==> config.mk <==
export PLATFORM = sky130hd
export DESIGN_NAME = lcd_frame_seq
export DESIGN_NICKNAME = d
export VERILOG_FILES = /design/src/rtl/lcd_seq_pkg.sv /design/src/rtl/lcd_slot_ctr.sv /design/src/rtl/lcd_phase_fsm.sv /design/src/rtl/lcd_out_decode.sv /design/src/rtl/lcd_frame_seq.sv
export SDC_FILE = /design/constraint.sdc
export NUM_CORES = 1
export LEC_CHECK = 0
export BUFFER_PORTS_ARGS = -buffer_cell sky130_fd_sc_hd__buf_2
export CORE_ASPECT_RATIO = 0.5
export CORE_MARGIN = 2
export CORE_UTILIZATION = 30
export DETAILED_ROUTE_END_ITERATION = 8
export SLEW_MARGIN = 20
export SYNTH_ARGS = -nofsm -noshare
export SYNTH_HDL_FRONTEND = slang
export SYNTH_SLANG_ARGS = --single-unit
==> constraint.sdc <==
create_clock -name clk -period 5 [get_ports clk]
set_input_delay 0.25 -clock clk [delete_from_list [all_inputs] [get_ports clk]]
set_output_delay 0.25 -clock clk [all_outputs]
set_load 0.02 [all_outputs]
==> src/rtl/lcd_seq_pkg.sv <==
package lcd_seq_pkg;

    // Frame phases; PH_SYNC doubles as the inter-frame gap in passive mode
    typedef enum logic [2:0] {
        PH_IDLE  = 3'd0,
        PH_BOF   = 3'd1,
        PH_LINES = 3'd2,
        PH_EOF   = 3'd3,
        PH_SYNC  = 3'd4
    } phase_e;

    typedef struct packed {
        logic frame;
        logic line;
        logic pix;
        logic done;
    } lcd_out_t;

endpackage

==> src/rtl/lcd_slot_ctr.sv <==
module lcd_slot_ctr #(
    parameter int PPL    = 16,
    parameter int SLOT_W = 5
) (
    input  logic              clk,
    input  logic              rst_n,
    input  logic              run,
    input  logic              tick,
    output logic [SLOT_W-1:0] slot,
    output logic              eol
);

    localparam logic [SLOT_W-1:0] LAST = SLOT_W'(PPL);

    typedef struct packed {
        logic [SLOT_W-1:0] slot;
    } ctr_st_t;

    ctr_st_t st_d, st_q;

    always_comb begin
        st_d = st_q;
        if (!run) begin
            st_d.slot = '0;
        end else if (tick) begin
            st_d.slot = (st_q.slot == LAST) ? '0 : st_q.slot + SLOT_W'(1);
        end
    end

    always_ff @(posedge clk or negedge rst_n) begin
        if (!rst_n) st_q <= '0;
        else        st_q <= st_d;
    end

    assign slot = st_q.slot;
    assign eol  = (st_q.slot == LAST);


    slot_range_chk: assert property (@(posedge clk) disable iff (!rst_n)
        st_q.slot <= LAST);


    slot_hold_chk: assert property (@(posedge clk) disable iff (!rst_n)
        (run && !tick) |=> $stable(st_q.slot));

endmodule

==> src/rtl/lcd_phase_fsm.sv <==
module lcd_phase_fsm
    import lcd_seq_pkg::*;
#(
    parameter int LPP_W  = 10,
    parameter int VSW_W  = 6,
    parameter int WAIT_W = 8,
    parameter int LINE_W = 10
) (
    input  logic              clk,
    input  logic              rst_n,
    input  logic              enable,
    input  logic              tick,
    input  logic              eol,
    input  logic              cfg_active,
    input  logic [LPP_W-1:0]  cfg_lpp,
    input  logic [VSW_W-1:0]  cfg_vsw,
    input  logic [WAIT_W-1:0] cfg_efw,
    input  logic [WAIT_W-1:0] cfg_bfw,
    output phase_e            phase,
    output logic [LINE_W-1:0] line,
    output logic              act_mode,
    output logic              running,
    output logic              done
);

    typedef struct packed {
        phase_e            phase;
        logic [LINE_W-1:0] line;
        logic              act;
        logic [LPP_W-1:0]  lpp;
        logic [VSW_W-1:0]  vsw;
        logic [WAIT_W-1:0] efw;
        logic [WAIT_W-1:0] bfw;
        logic              done;
    } fsm_st_t;

    fsm_st_t st_d, st_q;

    logic              reload;
    logic              step;
    logic [LINE_W-1:0] last_bof;
    logic [LINE_W-1:0] last_eof;
    logic [LINE_W-1:0] last_vis;
    logic [LINE_W-1:0] last_sync;

    assign step      = tick && eol;
    assign last_bof  = LINE_W'(st_q.bfw) - LINE_W'(1);
    assign last_eof  = LINE_W'(st_q.efw) - LINE_W'(1);
    assign last_vis  = LINE_W'(st_q.lpp);
    assign last_sync = LINE_W'(st_q.vsw);

    always_comb begin
        st_d      = st_q;
        st_d.done = 1'b0;
        reload    = 1'b0;

        if (!enable) begin
            st_d.phase = PH_IDLE;
            st_d.line  = '0;
        end else begin
            unique case (st_q.phase)
                PH_IDLE: reload = 1'b1;
                PH_BOF: if (step) begin
                    if (st_q.line == last_bof) begin
                        st_d.phase = PH_LINES;
                        st_d.line  = '0;
                    end else begin
                        st_d.line = st_q.line + LINE_W'(1);
                    end
                end
                PH_LINES: if (step) begin
                    if (st_q.line == last_vis) begin
                        st_d.done  = 1'b1;
                        st_d.line  = '0;
                        st_d.phase = (st_q.act && st_q.efw != '0) ? PH_EOF : PH_SYNC;
                    end else begin
                        st_d.line = st_q.line + LINE_W'(1);
                    end
                end
                PH_EOF: if (step) begin
                    if (st_q.line == last_eof) begin
                        st_d.phase = PH_SYNC;
                        st_d.line  = '0;
                    end else begin
                        st_d.line = st_q.line + LINE_W'(1);
                    end
                end
                PH_SYNC: if (step) begin
                    if (st_q.line == last_sync) begin
                        reload = 1'b1;
                    end else begin
                        st_d.line = st_q.line + LINE_W'(1);
                    end
                end
                default: st_d.phase = PH_IDLE;
            endcase
        end

        // Frame boundary: latch configuration and pick the opening phase
        if (reload) begin
            st_d.act   = cfg_active;
            st_d.lpp   = cfg_lpp;
            st_d.vsw   = cfg_vsw;
            st_d.efw   = cfg_active ? cfg_efw : '0;
            st_d.bfw   = cfg_active ? cfg_bfw : '0;
            st_d.line  = '0;
            st_d.phase = (cfg_active && cfg_bfw != '0) ? PH_BOF : PH_LINES;
        end
    end

    always_ff @(posedge clk or negedge rst_n) begin
        if (!rst_n) begin
            st_q       <= '0;
            st_q.phase <= PH_IDLE;
        end else begin
            st_q <= st_d;
        end
    end

    assign phase    = st_q.phase;
    assign line     = st_q.line;
    assign act_mode = st_q.act;
    assign running  = (st_q.phase != PH_IDLE);
    assign done     = st_q.done;


    idle_on_disable_chk: assert property (@(posedge clk) disable iff (!rst_n)
        !enable |=> st_q.phase == PH_IDLE);


    done_single_chk: assert property (@(posedge clk) disable iff (!rst_n)
        st_q.done |=> !st_q.done);


    eof_active_only_chk: assert property (@(posedge clk) disable iff (!rst_n)
        (st_q.phase == PH_EOF || st_q.phase == PH_BOF) |-> st_q.act);


    cfg_hold_chk: assert property (@(posedge clk) disable iff (!rst_n)
        (st_q.phase == PH_BOF || st_q.phase == PH_EOF) |=>
            ($stable(st_q.lpp) && $stable(st_q.vsw) && $stable(st_q.act)));


    no_eof_when_zero_chk: assert property (@(posedge clk) disable iff (!rst_n)
        (st_q.phase == PH_LINES && st_q.efw == '0 && enable) |=>
            st_q.phase != PH_EOF);

endmodule

==> src/rtl/lcd_out_decode.sv <==
module lcd_out_decode
    import lcd_seq_pkg::*;
#(
    parameter int PPL    = 16,
    parameter int SLOT_W = 5,
    parameter int LINE_W = 10
) (
    input  logic              enable,
    input  phase_e            phase,
    input  logic              act_mode,
    input  logic [LINE_W-1:0] line,
    input  logic [SLOT_W-1:0] slot,
    input  logic              done,
    output lcd_out_t          out
);

    localparam logic [SLOT_W-1:0] LAST = SLOT_W'(PPL);

    logic pulse_slot;
    logic first_line;

    assign pulse_slot = (slot == LAST);
    assign first_line = (line == '0);

    always_comb begin
        out       = '0;
        out.pix   = enable && (phase == PH_LINES) && !pulse_slot;
        out.line  = enable && pulse_slot &&
                    (phase == PH_BOF || phase == PH_LINES || phase == PH_SYNC);
        out.frame = enable && (act_mode ? (phase == PH_SYNC)
                                        : (phase == PH_LINES && first_line));
        out.done  = enable && done;
    end

endmodule

==> src/rtl/lcd_frame_seq.sv <==
module lcd_frame_seq
    import lcd_seq_pkg::*;
#(
    parameter int PPL    = 16,
    parameter int LPP_W  = 10,
    parameter int VSW_W  = 6,
    parameter int WAIT_W = 8
) (
    input  logic              clk,
    input  logic              rst_n,
    input  logic              enable,
    input  logic              pix_ce,
    input  logic              cfg_active,
    input  logic [LPP_W-1:0]  cfg_lpp,
    input  logic [VSW_W-1:0]  cfg_vsw,
    input  logic [WAIT_W-1:0] cfg_efw,
    input  logic [WAIT_W-1:0] cfg_bfw,
    output logic              frame_o,
    output logic              line_o,
    output logic              pix_valid_o,
    output logic              frame_done_o
);

    localparam int SLOT_W = $clog2(PPL + 1);
    localparam int LW_A   = (LPP_W > WAIT_W) ? LPP_W : WAIT_W;
    localparam int LINE_W = (LW_A > VSW_W) ? LW_A : VSW_W;

    logic [SLOT_W-1:0] slot;
    logic              eol;
    phase_e            phase;
    logic [LINE_W-1:0] line;
    logic              act_mode;
    logic              running;
    logic              done;
    lcd_out_t          out;

    lcd_slot_ctr #(
        .PPL    (PPL),
        .SLOT_W (SLOT_W)
    ) u_slot (
        .clk   (clk),
        .rst_n (rst_n),
        .run   (running),
        .tick  (pix_ce),
        .slot  (slot),
        .eol   (eol)
    );

    lcd_phase_fsm #(
        .LPP_W  (LPP_W),
        .VSW_W  (VSW_W),
        .WAIT_W (WAIT_W),
        .LINE_W (LINE_W)
    ) u_fsm (
        .clk        (clk),
        .rst_n      (rst_n),
        .enable     (enable),
        .tick       (pix_ce),
        .eol        (eol),
        .cfg_active (cfg_active),
        .cfg_lpp    (cfg_lpp),
        .cfg_vsw    (cfg_vsw),
        .cfg_efw    (cfg_efw),
        .cfg_bfw    (cfg_bfw),
        .phase      (phase),
        .line       (line),
        .act_mode   (act_mode),
        .running    (running),
        .done       (done)
    );

    lcd_out_decode #(
        .PPL    (PPL),
        .SLOT_W (SLOT_W),
        .LINE_W (LINE_W)
    ) u_dec (
        .enable   (enable),
        .phase    (phase),
        .act_mode (act_mode),
        .line     (line),
        .slot     (slot),
        .done     (done),
        .out      (out)
    );

    assign frame_o      = out.frame;
    assign line_o       = out.line;
    assign pix_valid_o  = out.pix;
    assign frame_done_o = out.done;


    eof_quiet_chk: assert property (@(posedge clk) disable iff (!rst_n)
        (phase == PH_EOF) |-> !(line_o || frame_o || pix_valid_o));


    sync_no_pix_chk: assert property (@(posedge clk) disable iff (!rst_n)
        (act_mode && frame_o) |-> !pix_valid_o);


    done_after_pulse_chk: assert property (@(posedge clk) disable iff (!rst_n)
        frame_done_o |-> $past(line_o));


    passive_frame_chk: assert property (@(posedge clk) disable iff (!rst_n)
        (!act_mode && pix_valid_o && line != '0) |-> !frame_o);

endmodule

==> key figures <==
Global route
  – GR Overflow Total: 0
  – Total GRT Usage: 12.8%
  – Largest net degree at the start of global routing: 53
  – Initial antenna violation count: 1
  – Vias in the first global route: 2451
  – First-pass GRT wire length: 12.6 mm

Worst setup path
  – Worst reg2reg setup slack: 1.89 ns
  – Worst Path Max Fanout: 50
  – Data required, critical path: 5.17 ns
  – Worst path arrival time: 3.29 ns
  – Startpoint Class: register
  – Critical path type: register to register
  – Endpoint class of the critical path: register

Synth
  – Netlist Area Pre-Place: 3310 um^2
  – Syn Nets: 423
  – Mapped Cells: 379
  – Post-Synth Adder-Cell Area: 2.95%
  – Flops & latches, synth: 52
  – Main combinational cell family by area after synthesis: simple AND/OR/NAND/NOR gates
  – Simple-gate share of the synthesized area: 24.8%
  – Synth top area share: 39.3%
  – Mean Syn Cell Area: 8.73 um^2
  – Compound-Gate Fraction of Synth Area: 13.5%
  – Synth Area in XOR/XNOR: 8.47%
  – Main synth FF type: dfrtp_1
  – Synth area leaders: dfrtp_1 39%, mux2_2 6.1%, nand2_1 6.1%
  – Synth cell types: 52
  – Number of enable flip-flop cells after synthesis: 0
  – Cell accounting for the most synthesized area: dfrtp_1
  – Post-synthesis mux area share: 7.03%
  – Synth Warn #: 0
  – Register area share after synthesis: 39.3%
  – Post-synth ARST share: 100%

STA
  – RSZ-0062 raised after global routing: false
  – Max Fclk: 0.321 GHz
  – Setup Viol. Count Final: 0
  – Worst Tran Pin Value: 0.985 ns
  – Max-slew violations: 0
  – Setup TNS Final: 0 ns
  – Clk_skew: 0.00915 ns
  – Slew headroom: 34.3%
  – Final Critical Period: 3.11 ns
  – Final worst path period share: 62.3%
  – Final hold vios: 0

Layout
  – Fillers: 1114
  – Area grow syn2layout: 13.9%
  – Most frequent cells in the layout: 54 x nand2_1, 52 x dfrtp_1, 40 x buf_2
  – Total area of multi-input combinational cells: 1880 um^2
  – Leading cell type in the layout, fill and taps excluded: nand2_1
  – Share of cells above drive strength 1: 17.5%
  – FF/Latch Area: 1300 um^2
  – Layout Utilization: 34.6%
  – N_diodes: 0
  – Nets: 448

Power and ir drop
  – Comb power frac: 43.2%
  – P per Cell Area: 529 nW/um^2
  – Leakage power: 1.61 nW
  – Net Sw Frac: 40.6%
  – Clk network pwr share: 17.9%
  – Maximum vdd drop: 0.000206 V
  – Part of the power in registers: 38.9%
  – P_sw: 0.808 mW
  – Internal: 1.18 mW

Drt
  – Routed WL per cell: 14.0 um
  – DRC: 0
  – Routed WL: 7.71 mm
  – 1st-iter DRT viols: 160
  – 1st-pass router iterations: 4
  – Post-DRT Antenna Nets: 0
  – Vias: 2745
  – Vias/cell: 4.99

Floorplan
  – # IOs: 41
  – Core Box Area: 10900 um^2
  – Die area: 11900 um^2
  – Initial Utilization: 30.4%
  – Die height: 78.3 um
  – Die width: 153 um
  – # rows: 27

Flow run
  – Max Cap Viol: 0

Hold path
  – Hold WC Path Type: primary input to async pin

Clocking
  – Worst-Skew Late Latency: 0.29 ns
  – Clock Sinks: 52
  – Clock Pin Slew Worst Setup and Hold Paths: 0.07 ns
  – TritonCTS buffer count: 5
  – # H-tree levels: 2
  – # hold bufs at CTS: 0
  – CTS resizes: 0
  – Root buffer cell: clkbuf_16
  – Maximum clock insertion buffer count: 2
  – Post-CTS Setup Repair Bufs: 0
  – CTS tree: done

Place
  – Placer Congestion: 0.826
  – HPWL after detailed placement: 5.50 mm
  – Port bufs: 40

Status
  – Outcome: finished clean
## synthesized netlist by cell type (2+ instances only)
master	number
o21ai_0	33
nor2b_1	4
nand3b_1	2
dfrtp_1	52
o31ai_1	4
clkbuf_1	21
and3_1	7
o41ai_1	3
nand4b_1	2
o21a_1	2
a211o_1	2
nor3b_1	2
mux2i_1	3
inv_1	11
xor2_1	12
nand2b_1	2
or4_1	5
and2_1	4
nor2_1	30
nor4_1	2
mux2_2	18
or2_2	2
nand4_1	6
o22ai_1	2
a211oi_1	3
nand2_1	54
nor4b_1	2
o311ai_0	2
a21oi_1	3
or3_1	3
nor3_1	16
xnor2_1	20
o211ai_1	4
nand3_1	15
ha_1	7
a31oi_1	3
## per-layer routing
metal / vias up / routed length [um] / GRT usage (%)
li1: 1397 / - / -
met1: 1288 / 3950 / 18.8
met2: 49 / 3320 / 19.5
met3: 9 / 354 / 2.71
met4: 2 / 72 / 2.22
met5: - / 11 / 0
## path summary, 6_finish.rpt
path,start,end,cells after the start
worst max-delay path,u_slot.slot[0],u_fsm.last_vis[1],7
worst min-delay path,rst_n,u_fsm.last_vis[8],2
worst max register to register,u_slot.slot[0],u_fsm.last_vis[1],7
worst min register to register,u_slot.slot[4],u_slot.slot[4],1
max in group asynchronous,rst_n,u_fsm.act_mode,2
min in group clk,cfg_lpp[4],u_fsm.last_vis[4],2
## cell type report
| type | instances | share of cell area, % |
|---|---|---|
| multi-input combinational | 293 | 50.0 |
| timing repair buffer | 41 | 5.51 |
| clock buffer | 6 | 3.69 |
| clock inverter | 2 | 0.365 |
| sequential | 52 | 34.5 |
| tap | 145 | 4.82 |
| inverter | 11 | 1.10 |
## power by group through the flow
stage	combinational (mW)	clock (mW)	sequential (mW)
final	0.861	0.357	0.774
after global routing	0.969	0.382	0.805
after CTS	0.867	0.369	0.775
after detailed placement	0.863	0	0.784
after global placement	0.848	0	0.780
after floorplan	0.746	0	0.691
## registers in the layout, indices dropped and copies added, names as in the netlist
name,flops
u_fsm.last_vis,10
u_fsm.st_q,16
u_slot.slot,5
u_fsm.last_sync,6
u_fsm.phase,3
u_fsm.act_mode,1
u_fsm.done,1
u_fsm.line,10
## worst max-delay path, stage by stage (launching register included)
cell	delay, ns
dfrtp_1	0.42
inv_1	0.07
ha_1	0.14
and4bb_1	0.36
nand4_1	0.16
o41ai_1	0.42
nand3_2	0.83
mux2_2	0.58
## logic make-up after synthesis
logic type | Yosys count
simple gates | 163
compound gates | 69
flops | 52
buf+inv | 34
xor+xnor | 32
mux | 21
fa+ha+maj | 8
## per-stage QoR
stage                     worst slack [ns]  std cells  cell area, um^2  power (mW)  hold WS (ns)
after CTS                             1.85        550             3770        2.01         0.106
after floorplan                       2.44        379             3310        1.44       -0.0456
final                                 1.89        550             3770        1.99        0.0860
after global placement                1.91        542             3610        1.63         0.417
after global routing                  1.57        550             3770        2.16         0.132
after detailed placement              1.88        542             3610        1.65         0.415
No activity file was read; power rests on OpenSTA's default activity.
